File: src/rtl/touch_adc_pkg.sv
package touch_adc_pkg;

   // Control byte fields, most significant field arrives first on the wire.
   typedef struct packed {
      logic [2:0] chan;
      logic       short_mode;
      logic       single_ref;
      logic [1:0] pd;
   } ctrl_fields_t;

   localparam int CTRL_BITS = $bits(ctrl_fields_t);
   localparam logic [1:0] PD_SLEEP_AFTER = 2'b00;

   typedef enum logic [1:0] {
      CAP_IDLE = 2'd0,
      CAP_CTRL = 2'd1,
      CAP_BUSY = 2'd2
   } cap_state_e;

endpackage

File: src/rtl/touch_adc_sync.sv
module touch_adc_sync #(
   parameter int          W       = 3,
   parameter int          STAGES  = 2,
   parameter logic [W-1:0] RST_VAL = '0
) (
   input  logic         clk,
   input  logic         rst_n,
   input  logic [W-1:0] d_i,
   output logic [W-1:0] q_o
);

   generate
      if (STAGES == 0) begin : g_bypass
         assign q_o = d_i;
      end else begin : g_chain
         logic [W-1:0] stg [STAGES];
         always_ff @(posedge clk) begin
            if (!rst_n) begin
               for (int i = 0; i < STAGES; i++) stg[i] <= RST_VAL;
            end else begin
               stg[0] <= d_i;
               for (int i = 1; i < STAGES; i++) stg[i] <= stg[i-1];
            end
         end
         assign q_o = stg[STAGES-1];
      end
   endgenerate

endmodule

File: src/rtl/touch_adc_ctrl.sv
module touch_adc_ctrl
   import touch_adc_pkg::*;
(
   input  logic         clk,
   input  logic         rst_n,
   input  logic         clr_i,
   input  logic         rise_i,
   input  logic         din_i,
   output ctrl_fields_t fields_o,
   output logic         busy_o,
   output logic         latch_o,
   output logic         pwr_o
);

   localparam int CNT_W = $clog2(CTRL_BITS);

   cap_state_e             state;
   logic [CNT_W-1:0]       cnt;
   logic [CTRL_BITS-2:0]   shreg;

   always_ff @(posedge clk) begin
      if (!rst_n) begin
         state    <= CAP_IDLE;
         cnt      <= '0;
         shreg    <= '0;
         fields_o <= '0;
         pwr_o    <= 1'b0;
      end else if (clr_i) begin
         state <= CAP_IDLE;
         cnt   <= '0;
      end else if (rise_i) begin
         case (state)
            CAP_IDLE: begin
               if (din_i) begin
                  state <= CAP_CTRL;
                  cnt   <= '0;
                  pwr_o <= 1'b1;
               end
            end
            CAP_CTRL: begin
               shreg <= {shreg[CTRL_BITS-3:0], din_i};
               if (cnt == CNT_W'(CTRL_BITS - 1)) begin
                  fields_o <= ctrl_fields_t'({shreg, din_i});
                  state    <= CAP_BUSY;
                  cnt      <= '0;
               end else begin
                  cnt <= cnt + 1'b1;
               end
            end
            CAP_BUSY: begin
               state <= CAP_IDLE;
               if (fields_o.pd == PD_SLEEP_AFTER) pwr_o <= 1'b0;
            end
            default: state <= CAP_IDLE;
         endcase
      end
   end

   assign busy_o  = (state == CAP_BUSY);
   assign latch_o = busy_o && rise_i && !clr_i;

   // the conversion slot lasts a single serial clock
   assert_busy_single_R4: assert property (@(posedge clk) disable iff (!rst_n)
      (busy_o && rise_i) |=> !busy_o);

   // fields move only while the control byte is being collected
   assert_fields_hold_R3: assert property (@(posedge clk) disable iff (!rst_n)
      (state != CAP_CTRL) |=> $stable(fields_o));

   // a non-sleeping power selection never drops the power indication
   assert_pwr_kept_R7: assert property (@(posedge clk) disable iff (!rst_n)
      (pwr_o && fields_o.pd != PD_SLEEP_AFTER) |=> pwr_o);

endmodule

File: src/rtl/touch_adc_shift.sv
module touch_adc_shift #(
   parameter int SAMPLE_W = 12,
   parameter int SHORT_W  = 8
) (
   input  logic                clk,
   input  logic                rst_n,
   input  logic                clr_i,
   input  logic                latch_i,
   input  logic                short_i,
   input  logic [SAMPLE_W-1:0] sample_i,
   input  logic                fall_i,
   output logic                dout_o
);

   localparam int CNT_W = $clog2(SAMPLE_W + 1);

   logic [SAMPLE_W-1:0] sreg;
   logic [SAMPLE_W-1:0] load_short;
   logic [CNT_W-1:0]    cnt;

   generate
      if (SHORT_W < SAMPLE_W) begin : g_trunc
         assign load_short = {sample_i[SAMPLE_W-1 -: SHORT_W], {(SAMPLE_W-SHORT_W){1'b0}}};
      end else begin : g_full
         assign load_short = sample_i;
      end
   endgenerate

   always_ff @(posedge clk) begin
      if (!rst_n) begin
         sreg   <= '0;
         cnt    <= '0;
         dout_o <= 1'b0;
      end else if (clr_i) begin
         cnt    <= '0;
         dout_o <= 1'b0;
      end else if (latch_i) begin
         sreg <= short_i ? load_short : sample_i;
         cnt  <= short_i ? CNT_W'(SHORT_W) : CNT_W'(SAMPLE_W);
      end else if (fall_i) begin
         if (cnt != '0) begin
            dout_o <= sreg[SAMPLE_W-1];
            sreg   <= sreg << 1;
            cnt    <= cnt - 1'b1;
         end else begin
            dout_o <= 1'b0;
         end
      end
   end

   // once the result is drained every falling edge gives a zero
   assert_zero_drained_R5: assert property (@(posedge clk) disable iff (!rst_n)
      (cnt == '0 && fall_i && !latch_i) |=> !dout_o);

   // a short result loads exactly the short bit count
   assert_short_len_R6: assert property (@(posedge clk) disable iff (!rst_n)
      (latch_i && short_i && !clr_i) |=> (cnt == CNT_W'(SHORT_W)));

   assert_cnt_bound_R5: assert property (@(posedge clk) disable iff (!rst_n)
      cnt <= CNT_W'(SAMPLE_W));

endmodule

File: src/rtl/touch_adc_port.sv
module touch_adc_port
   import touch_adc_pkg::*;
#(
   parameter int SAMPLE_W    = 12,
   parameter int SHORT_W     = 8,
   parameter int SYNC_STAGES = 2
) (
   input  logic                clk,
   input  logic                rst_n,
   input  logic                cs_n,
   input  logic                dclk,
   input  logic                din,
   input  logic [SAMPLE_W-1:0] sample_in,
   output logic                dout,
   output logic                busy,
   output logic                sample_req,
   output logic [2:0]          chan_sel,
   output logic                short_mode,
   output logic                single_ref,
   output logic [1:0]          pd_sel,
   output logic                pwr_on
);

   generate
      if (SHORT_W < 1 || SHORT_W > SAMPLE_W) begin : g_bad_short
         $error("SHORT_W must lie between 1 and SAMPLE_W");
      end
      if (SAMPLE_W < 2) begin : g_bad_sample
         $error("SAMPLE_W must be at least 2");
      end
      if (SYNC_STAGES < 0 || SYNC_STAGES > 4) begin : g_bad_sync
         $error("SYNC_STAGES must lie between 0 and 4");
      end
   endgenerate

   logic [2:0]   sync_q;
   logic         s_cs_n, s_dclk, s_din;
   logic         dclk_d;
   logic         rise, fall;
   logic         busy_w, latch_w;
   ctrl_fields_t fields;

   touch_adc_sync #(
      .W      (3),
      .STAGES (SYNC_STAGES),
      .RST_VAL(3'b100)
   ) u_sync (
      .clk  (clk),
      .rst_n(rst_n),
      .d_i  ({cs_n, dclk, din}),
      .q_o  (sync_q)
   );

   assign {s_cs_n, s_dclk, s_din} = sync_q;

   always_ff @(posedge clk) begin
      if (!rst_n) dclk_d <= 1'b0;
      else        dclk_d <= s_dclk;
   end

   assign rise = s_dclk && !dclk_d && !s_cs_n;
   assign fall = !s_dclk && dclk_d && !s_cs_n;

   touch_adc_ctrl u_ctrl (
      .clk     (clk),
      .rst_n   (rst_n),
      .clr_i   (s_cs_n),
      .rise_i  (rise),
      .din_i   (s_din),
      .fields_o(fields),
      .busy_o  (busy_w),
      .latch_o (latch_w),
      .pwr_o   (pwr_on)
   );

   touch_adc_shift #(
      .SAMPLE_W(SAMPLE_W),
      .SHORT_W (SHORT_W)
   ) u_shift (
      .clk     (clk),
      .rst_n   (rst_n),
      .clr_i   (s_cs_n),
      .latch_i (latch_w),
      .short_i (fields.short_mode),
      .sample_i(sample_in),
      .fall_i  (fall),
      .dout_o  (dout)
   );

   assign busy       = busy_w;
   assign sample_req = busy_w;
   assign chan_sel   = fields.chan;
   assign short_mode = fields.short_mode;
   assign single_ref = fields.single_ref;
   assign pd_sel     = fields.pd;

   // a deselected port drives nothing
   assert_cs_quiet_R8: assert property (@(posedge clk) disable iff (!rst_n)
      (s_cs_n && $past(s_cs_n)) |-> (!dout && !busy));

endmodule

File: config.mk
export PLATFORM = sky130hd
export DESIGN_NAME = touch_adc_port
export DESIGN_NICKNAME = d
export VERILOG_FILES = /design/src/rtl/touch_adc_pkg.sv /design/src/rtl/touch_adc_sync.sv /design/src/rtl/touch_adc_ctrl.sv /design/src/rtl/touch_adc_shift.sv /design/src/rtl/touch_adc_port.sv
export SDC_FILE = /design/constraint.sdc
export NUM_CORES = 1
export LEC_CHECK = 0
export ABC_AREA = 1
export BUFFER_PORTS_ARGS = -buffer_cell sky130_fd_sc_hd__buf_2
export CORE_MARGIN = 4
export CORE_UTILIZATION = 45
export CTS_CLUSTER_SIZE = 25
export DETAILED_ROUTE_END_ITERATION = 7
export GPL_ROUTABILITY_DRIVEN = 0
export GPL_TIMING_DRIVEN = 0
export PLACE_DENSITY = 0.61
export SYNTH_ARGS = -nofsm -noshare
export SYNTH_HDL_FRONTEND = slang
export SYNTH_SLANG_ARGS = --single-unit
File: constraint.sdc
create_clock -name clk -period 1.8 [get_ports clk]
set_clock_uncertainty 0.1 [all_clocks]
set_input_delay 0.09 -clock clk [delete_from_list [all_inputs] [get_ports clk]]
set_output_delay 0.09 -clock clk [all_outputs]
set_load 0.02 [all_outputs]
==> impl_results.md, run 1 <==
* Post-CTS setup buffer count at 0
* Final number of setup-violating endpoints at 0
* Minimum clock period at 1.492 ns
* Synth unique cells at 31
* Fraction of registers with async set or reset after synthesis at 0%
* I/O pin total at 28
* Vias per cell at 4.741
* Hold Path End: u_shift.sreg[10]
* Synth cell count leaders: 70 x nand2_1, 54 x nor2_1, 43 x dfxtp_1
* Synth area leader: dfxtp_1
* Total Routing Usage GR at 16.56%
* Sum Neg Setup Slack at 0 ns
* Reg2reg path depth at 7
* Initial antenna violation count at 0
* Critical R2R Capture: u_shift.sreg[11]
* Post-Syn Instances at 278
* Worst-skew pair later-pin latency at 0.30 ns
* Status: finished, final reports clean
* CTS Buffer Depth at 2
* WS Path Type: reg2reg
* Die H at 74.93 um
* CTS Sinks at 43
* Unrepaired setup endpoints after global routing: no
* Max_cap viols at 0
* Synth Area per Inst at 7.251 sq um
* Hpwl dp at 2.871 mm
* Post-DRT Antenna Nets at 0
* Initial core utilization at 46.29%
* Antenna diodes at 0
* Layout area overhead at 17.38%
* Share of the synthesized area in the top cell type at 42.71%
* Post-synthesis cell area at 2016 sq um
* Layout Nets at 337
* Leakage at 1.166 nW
* DRT iter0 DRCs at 108
* Sequential share of the synthesized area at 42.71%
* Post-route cell area at 2366 sq um
* Die Area at 5614 sq um
* First-pass GRT wire length at 7.003 mm
* Period utilization at 82.88%
* TritonRoute pass-1 iters at 4
* Yosys warnings at 0
* Crit path required time at 1.89 ns
* Main flop type after synthesis: dfxtp_1
* FF+latch count, synth at 43
* CORE AREA at 4354 sq um
* Reg clk slew, reported paths at 0.08 ns
* Total CTS buffers at 5
* GRT overflow at 0
* CP startpoint kind: flop
* Hold Path Class: in2reg
* Worst vdd ir at 0.4245 mV
* CTS tree: built
* Avg WL per Cell at 11.15 um
* R2r startpoint: u_ctrl.state[1]
* Slew margin rel. at 67.39%
* Placed cell areas at 2211 sq um
* Hold Path Origin: sample_in[10]
* Drc violations at 0
* Final max-slew violation count at 0
* H-Tree Depth at 2
* Actual slew at the worst max-slew pin at 0.4892 ns
* Element type at the critical path end: flop
* Final Hold Viols at 0
* Share of cells above drive strength 1 at 18.81%
* Crit path DAT at 1.58 ns
* Post-synth net total at 297
* DR vias at 1759
* Top cells by area, synth: dfxtp_1 43%, nand2_1 13%, nor2_1 10%
* PortBufs at 26
* WHS Path Cells at 5
* Most frequent cell after synthesis: nand2_1
* CP Max Fanout at 10
* Number of synthesized flops with an enable pin at 0
* WL final at 4.138 mm
* Die Span X at 74.93 um
* PwrDens at 681.9 nW/um^2
* Vias in the first global route at 1535
* Fmax at 670.3 MHz
* Row cnt at 24
* Reg2Reg Setup Slack at 0.31 ns
* Largest net degree at the start of global routing at 14
* Clock Tree Root: clkbuf_8
## how the worst max path moves through the flow
| stage | start | to | slack, ns | depth (start not counted) |
|---|---|---|---|---|
| after floorplan | u_ctrl.state[1] | u_shift.cnt[2] | 0.45 | 7 |
| after global placement | u_ctrl.state[1] | u_shift.sreg[11] | 0.33 | 7 |
| after detailed placement | u_ctrl.state[1] | u_shift.sreg[11] | 0.31 | 7 |
| after CTS | u_ctrl.state[1] | u_shift.sreg[11] | 0.28 | 7 |
| after global routing | u_sync.g_chain.stg[0][4] | u_shift.sreg[9] | 0.14 | 8 |
| final | u_ctrl.state[1] | u_shift.sreg[11] | 0.31 | 7 |
## routing by layer
metal  GRT usage, %  vias to the layer above  wire length, um
li1               -                      951                -
met4          5.336                        0               68
met3          5.340                        7              173
met2          24.56                       29             1754
met1          22.79                      772             2143
met5              0                        -                0
## area by class of cell
| cell class | count | area, sq um |
|---|---|---|
| plain buffers | 8 | 61.31 |
| clock buffers | 6 | 72.57 |
| clock inverters | 2 | 12.51 |
| fillers | 448 | 1988 |
| inverters | 30 | 117.6 |
| multi-input cells | 197 | 975.9 |
| flip-flops and latches | 43 | 860.8 |
| well taps | 52 | 65.06 |
| repair buffers | 33 | 200.2 |
## state kept, by name, summed over array words and instances (netlist names)
name and cells:
dclk_d 1, u_ctrl.fields_o 7, u_ctrl.shreg 6, u_shift.dout_o 1, u_sync.g_chain.stg 6, u_ctrl.pwr_o 1
u_ctrl.cnt 3, u_ctrl.state 2, u_shift.cnt 4, u_shift.sreg 12
## critical path, stage by stage (launching register included)
cell	delay (ns)
dfxtp_1	0.43
inv_2	0.10
nor2_4	0.15
nand3_4	0.12
nand2_2	0.17
inv_2	0.14
nor2_1	0.13
nor2_1	0.04
## cell families (layout without fill, tap and decap cells)
| group | after synthesis | after routing | synth area share [%] |
|---|---|---|---|
| flops | 43 | 43 | 42.71 |
| fa+ha+maj | 2 | 2 | 1.241 |
| compound gates | 28 | 28 | 7.573 |
| xor+xnor | 1 | 1 | 0.4346 |
| simple gates | 166 | 166 | 39.17 |
| buf+inv | 38 | 79 | 8.876 |
## stage by stage
stage	hold WS [ns]	setup WS, ns	util (%)	std cells	total power [mW]
after floorplan	0.08763	0.4465	-	278	1.012
after global placement	0.1706	0.3250	50.78	356	1.036
after detailed placement	0.1761	0.3079	50.78	356	1.037
after CTS	0.007471	0.2813	54.34	371	1.644
after global routing	0.01200	0.1370	54.34	371	1.700
final	0.01615	0.3081	54.34	371	1.613
## power by group
group / leakage (nW) / total (mW) / switching, mW / internal [mW]
combinational: 0.777 / 0.0632 / 0.0315 / 0.0317
clock: 0.0412 / 0.588 / 0.317 / 0.271
sequential: 0.348 / 0.962 / 0.00470 / 0.957
total: 1.17 / 1.61 / 0.353 / 1.26
## timing repair
action	CTS	global route
hold endpoints to repair	7	0
resized for setup	0	0
hold buffers	7	0
## layout by cell type (no fill, tap or decap), types with 3 or more instances in the layout
master / count
dfxtp_1: 43
inv_1: 24
nand2_2: 3
nand3_1: 11
clkbuf_8: 5
clkbuf_1: 3
nor2_1: 54
nand3b_1: 13
o21ai_0: 12
buf_2: 27
nand2_1: 70
inv_2: 5
dlygate4sd3_1: 7
buf_6: 3
a21oi_1: 10
Note: power is estimated with default switching activity, not from simulation.
==> run 2: changes to the inputs <==
Settings changed: PLACE_DENSITY 0.61 to 0.64.
Clock period 1.8 ns to 1.35 ns, I/O delays scaled along.
==> run 2 against run 1 <==
  * Largest power group unchanged
  * Register-to-register slack lost 0.38 ns
  * The flow now finishes with violations (negative hold slack, negative setup slack)
  * Critical path depth grew 1
  * Setup slack lost 0.38 ns
==> impl_results.md, run 2 (synthesis gave the netlist of run 1 again) <==
* Share of cells above drive strength 1 at 33.04% (+14 points)
* Max_cap viols at 0 (unchanged)
* Die Span X at 74.93 um (unchanged)
* Vias per cell at 4.804 (+1.3%)
* Leakage at 1.278 nW (+9.6%)
* Unrepaired setup endpoints after global routing: yes
* Total Routing Usage GR at 17.59% (+1.0 points)
* Layout Nets at 354 (+5.0%)
* Placed cell areas at 2217 sq um (+0.28%)
* DR vias at 1864 (+6.0%)
* Antenna diodes at 0 (unchanged)
* Fmax at 703.7 MHz (+5.0%)
* GRT overflow at 0 (unchanged)
* Drc violations at 0 (unchanged)
* Largest regs: u_shift.sreg x12, u_ctrl.fields_o x7
* Actual slew at the worst max-slew pin at 0.4937 ns (+0.004533 ns)
* Worst-skew pair later-pin latency at 0.29 ns (about the same)
* Reg clk slew, reported paths at 0.08 ns (about the same)
* PwrDens at 808.4 nW/um^2 (+19%)
* Die H at 74.93 um (unchanged)
* Largest net degree at the start of global routing at 13 (-1)
* First-pass GRT wire length at 7.569 mm (+8.1%)
* CP Max Fanout at 7 (-3)
* Clock Tree Root: clkbuf_8
* H-Tree Depth at 2 (unchanged)
* Initial core utilization at 46.29% (unchanged)
* Minimum clock period at 1.421 ns (-0.07070 ns)
* Element type at the critical path end: flop
* PortBufs at 26 (unchanged)
* Post-DRT Antenna Nets at 0 (unchanged)
* Vias in the first global route at 1614 (+5.1%)
* Crit path required time at 1.44 ns (-0.45 ns)
* Final number of setup-violating endpoints at 15 (+15)
* Hpwl dp at 2.972 mm (+3.5%)
* Fin Hold WS at -0.005328 ns (-0.02147 ns)
* CORE AREA at 4354 sq um (unchanged)
* WS Path Type: reg2reg
* I/O pin total at 28 (unchanged)
* Avg WL per Cell at 12.27 um (+10%)
* FF/Latch Area at 872.1 sq um (+1.3%)
* Slew margin rel. at 67.09% (-0.30 points)
* Hold Path Class: in2reg
* Most frequent cells in the layout: 63 x nand2_1, 48 x nor2_1, 36 x dfxtp_1
* Row cnt at 24 (unchanged)
* Crit path DAT at 1.51 ns (-0.07 ns)
* WL final at 4.759 mm (+15%)
* Post-route cell area at 2676 sq um (+13%)
* Final max-slew violation count at 0 (unchanged)
* CTS Sinks at 43 (unchanged)
* Layout area overhead at 32.77%
* Worst vdd ir at 0.6526 mV (+54%)
* Status: complete, but fails checks
* # fillers at 422 (-5.8%)
* Total CTS buffers at 5 (unchanged)
* DRT iter0 DRCs at 132 (+22%)
* Multi-input logic area at 1104 sq um (+13%)
* CP startpoint kind: flop
* Violated checks: negative hold slack, negative setup slack
* Worst setup margin at -0.07116 ns (-0.3793 ns)
* CTS tree: built
* Period utilization at 105.3% (+22 points)
* Max reg flops at 12 (unchanged)
* Die Area at 5614 sq um (unchanged)
* CTS Buffer Depth at 2 (unchanged)
* Utilization after layout at 61.47% (+7.1 points)
* Commonest non-fill, non-tap cell in the layout: nand2_1
* Final Hold Viols at 2 (+2)
* Most flops, register: u_shift.sreg
* TritonRoute pass-1 iters at 4 (unchanged)
* Initial antenna violation count at 0 (unchanged)
## run 2: changes by cell type in the layout (fill, tap and decap cells not counted), sizes merged
| cell | previous run | this run |
|---|---|---|
| buf | 32 | 44 |
| clkbuf | 8 | 10 |
| dlygate4sd3 | 7 | 9 |
| clkinv | 2 | 1 |
| clkinvlp | 1 | 0 |
| inv | 29 | 30 |
| nand2 | 75 | 76 |
| nor2 | 59 | 60 |
## run 2: cell type report
cell class / instances / share of cell area, %
timing repair buffer: 48 / 13.04
tap: 52 / 2.431
clock buffer: 7 / 2.852
clock inverter: 1 / 0.1870
inverter: 30 / 4.956
multi-input combinational: 199 / 41.23
sequential: 43 / 32.59
buffer: 8 / 2.712
## run 2: power breakdown
group	switching (mW)	total, mW	internal (mW)
logic	0.0492	0.101	0.0514
registers	0.00714	1.28	1.27
clock network	0.418	0.781	0.363
## run 2: critical path, cell delays in order, from the launching register on
cell     delay (ns)
dfxtp_4        0.37
inv_4          0.04
nor2_4         0.17
nand3_4        0.18
buf_6          0.18
nand2_2        0.05
nand2_2        0.06
nor2_4         0.12
nor2_2         0.05
## run 2: layer usage
metal | wire (um) | global-route usage [%]
met1 | 2335 | 24.77
met2 | 2155 | 27.37
met3 | 211 | 3.605
met4 | 57 | 4.743
met5 | 0 | 0
## run 2: stage by stage
| stage | hold slack (ns) | setup TNS, ns | power [mW] | setup WS (ns) | cells |
|---|---|---|---|---|---|
| 3_5_place_dp | 0.1540 | -1.045 | 1.382 | -0.1103 | 356 |
| 2_1_floorplan | 0.06513 | 0 | 1.349 | 0.01182 | 278 |
| 5_1_grt | 0.008548 | -2.389 | 2.265 | -0.1326 | 388 |
| 6_report | -0.005328 | -0.3633 | 2.164 | -0.07116 | 388 |
| 3_3_place_gp | 0.1463 | -0.7890 | 1.380 | -0.1075 | 356 |
| 4_1_cts | -0.01670 | -0.01360 | 2.174 | -0.007886 | 377 |
## run 2: timing repair
item	CTS	global route
hold buffers	9	0
setup endpoints to repair	26	24
setup buffers	3	8
resized for setup	13	52
pin swaps	4	15
endpoints found under the hold margin	15	0
cloned	1	3
## run 2: final timing paths
kind / from / end / cells after the start / slack (ns)
max: u_ctrl.state[1] / u_shift.sreg[11] / 8 / -0.07
min: rst_n / u_ctrl.fields_o[6] / 3 / -0.005
max reg2reg: u_ctrl.state[1] / u_shift.sreg[11] / 8 / -0.07
min reg2reg: u_sync.g_chain.stg[0][1] / u_sync.g_chain.stg[0][4] / 2 / 0.31
==> run 3: changes to the inputs <==
Settings changed: CAP_MARGIN set to 20, CORE_ASPECT_RATIO set to 0.5.
==> run 3 against run 2 <==
  * Hold slack improved by 0.016 ns
  * The run ends with negative setup slack left
  * Flip-flop and latch count unchanged
  * Register-to-register slack improved by 0.07 ns
  * Highest routed layer unchanged
  * Final area increased by 0.51%
  * Clock power increased by 32%
==> impl_results.md, run 3 (synthesis gave the netlist of run 1 again) <==
* Reg2Reg Setup Slack at 0 ns (+0.07 ns)
* PwrDens at 897.7 nW/um^2 (+11%)
* Crit path DAT at 1.20 ns (-0.31 ns)
* Most frequent cells in the layout: 62 x nand2_1, 50 x nor2_1, 37 x dfxtp_1
* Fin Hold WS at 0.01100 ns (+0.01632 ns)
* Die H at 55.33 um (-26%)
* First-pass GRT wire length at 7.776 mm (+2.7%)
* Max_cap viols at 0 (unchanged)
* Period utilization at 101.1% (-4.2 points)
* CP startpoint kind: flop
* Layout Nets at 357 (+0.85%)
* Post-DRT Antenna Nets at 0 (unchanged)
* CP bufs+invs at 4 (+2)
* Slowest cell on the critical path: dfxtp_4
* Unrepaired setup endpoints after global routing: yes
* Largest net degree at the start of global routing at 16 (+3)
* Fmax at 732.7 MHz (+4.1%)
* Die Area at 5679 sq um (+1.2%)
* Status: complete, but fails checks
* WL final at 4.807 mm (+1.0%)
* Crit path required time at 1.18 ns (-0.26 ns)
* Final number of setup-violating endpoints at 3 (-12)
* # fillers at 369 (-13%)
* Share of cells above drive strength 1 at 30.97% (-2.1 points)
* Max reg flops at 12 (unchanged)
* Antenna diodes at 0 (unchanged)
* Layout area overhead at 33.46%
* Slew margin rel. at 67.01% (-0.078 points)
* CP Max Fanout at 3 (-4)
* Placed cell areas at 2220 sq um (+0.11%)
* PortBufs at 26 (unchanged)
* Clock Tree Root: clkbuf_8
* Post-Place Worst Slack at -0.09994 ns (+0.01039 ns)
* Worst vdd ir at 0.5018 mV (-23%)
* Avg WL per Cell at 12.23 um (-0.28%)
* Post-route cell area at 2690 sq um (+0.51%)
* I/O pin total at 28 (unchanged)
* Vias per cell at 4.845 (+0.85%)
* Commonest non-fill, non-tap cell in the layout: nand2_1
* Element type at the critical path end: primary output
* CTS Buffer Depth at 2 (unchanged)
* CTS Sinks at 43 (unchanged)
* Row cnt at 16 (-33%)
* Critical path's top delay family: buffers and inverters
* DRT iter0 DRCs at 37 (-72%)
* Violated checks: negative setup slack
* Largest regs: u_shift.sreg x12, u_ctrl.fields_o x7
* Total Routing Usage GR at 17.21% (-0.37 points)
* Critical path's largest stage delay at 0.37 ns (about the same)
* Final Hold Viols at 0 (-2)
* TritonRoute pass-1 iters at 4 (unchanged)
* Worst-skew pair later-pin latency at 0.30 ns (about the same)
* Hold Path Class: in2reg
* Most flops, register: u_shift.sreg
* CTS tree: built
* Most frequent CP cell: buf_4
* Minimum clock period at 1.365 ns (-0.05631 ns)
* Crit path cell chain: inv_4 > nor2_4 > buf_4 > buf_4 > buf_4
* Die Span X at 102.7 um (+37%)
* Drc violations at 0 (unchanged)
* CORE AREA at 4104 sq um (-5.7%)
* Leakage at 1.276 nW (about the same)
* Vias in the first global route at 1707 (+5.8%)
* DR vias at 1904 (+2.1%)
* Initial core utilization at 49.12% (+2.8 points)
* Worst setup margin at -0.01484 ns (+0.05631 ns)
* H-Tree Depth at 2 (unchanged)
* Reg clk slew, reported paths at 0.09 ns (about the same)
* Actual slew at the worst max-slew pin at 0.4949 ns (+0.001172 ns)
* Initial antenna violation count at 0 (unchanged)
* Utilization after layout at 65.55% (+4.1 points)
* Hpwl dp at 3.080 mm (+3.6%)
* Final max-slew violation count at 0 (unchanged)
* GRT overflow at 0 (unchanged)
* WS Path Type: reg2out
* Total CTS buffers at 5 (unchanged)
-- run 3: routing by layer --
metal | GRT usage [%] | routed length (um) | share of wire (%) | up-vias
met2 | 27.43 | 2215 | 46 | 29
met3 | 4.523 | 207 | 4.3 | 5
li1 | - | - | - | 990
met1 | 22.69 | 2349 | 49 | 880
met5 | 0 | 0 | 0 | -
met4 | 5.234 | 35 | 0.73 | 0
-- run 3: area by class of cell --
type,instances,area [sq um],share of cell area (%)
plain buffers,8,65.06,2.419
clock buffers,5,68.82,2.558
clock inverters,3,46.29,1.721
inverters,30,125.1,4.651
multi-input cells,198,1067,39.67
flip-flops and latches,43,875.8,32.56
well taps,54,67.56,2.512
repair buffers,52,374.1,13.91
-- run 3: path summary, 6_finish.rpt --
kind | from | endpoint | cells past startpoint
setup / recovery | u_ctrl.state[1] | busy | 5
hold / removal | sample_in[1] | u_shift.sreg[1] | 5
setup reg to reg | u_shift.cnt[1] | u_shift.sreg[11] | 8
hold reg to reg | u_sync.g_chain.stg[0][1] | u_sync.g_chain.stg[0][4] | 2
-- run 3: power breakdown --
part	internal (mW)	switching (mW)	leakage, nW
sequential	1.27	0.00702	0.351
clock	0.557	0.472	0.0548
combinational	0.0579	0.0495	0.871
-- run 3: per-stage QoR --
step,instances,power (mW),TNS [ns]
detailed placement,358,1.382,-1.358
finish,393,2.415,-0.02570
global route,393,2.495,-1.440
floorplan,278,1.349,0
CTS,389,2.440,-0.002513
global placement,358,1.381,-0.9988
-- run 3: worst min-delay path, stage by stage --
cell,delay [ns]
buf_2,0.09
nand2_1,0.05
nor2_1,0.05
nor2_2,0.07
nor2_1,0.05
-- run 3: timing repair --
item,4_1_cts,5_1_grt
cloned,1,1
endpoints found under the setup margin,24,33
pin swaps,6,17
endpoints found under the hold margin,19,0
setup buffers,9,3
gates resized for setup,13,41
hold buffers,13,0
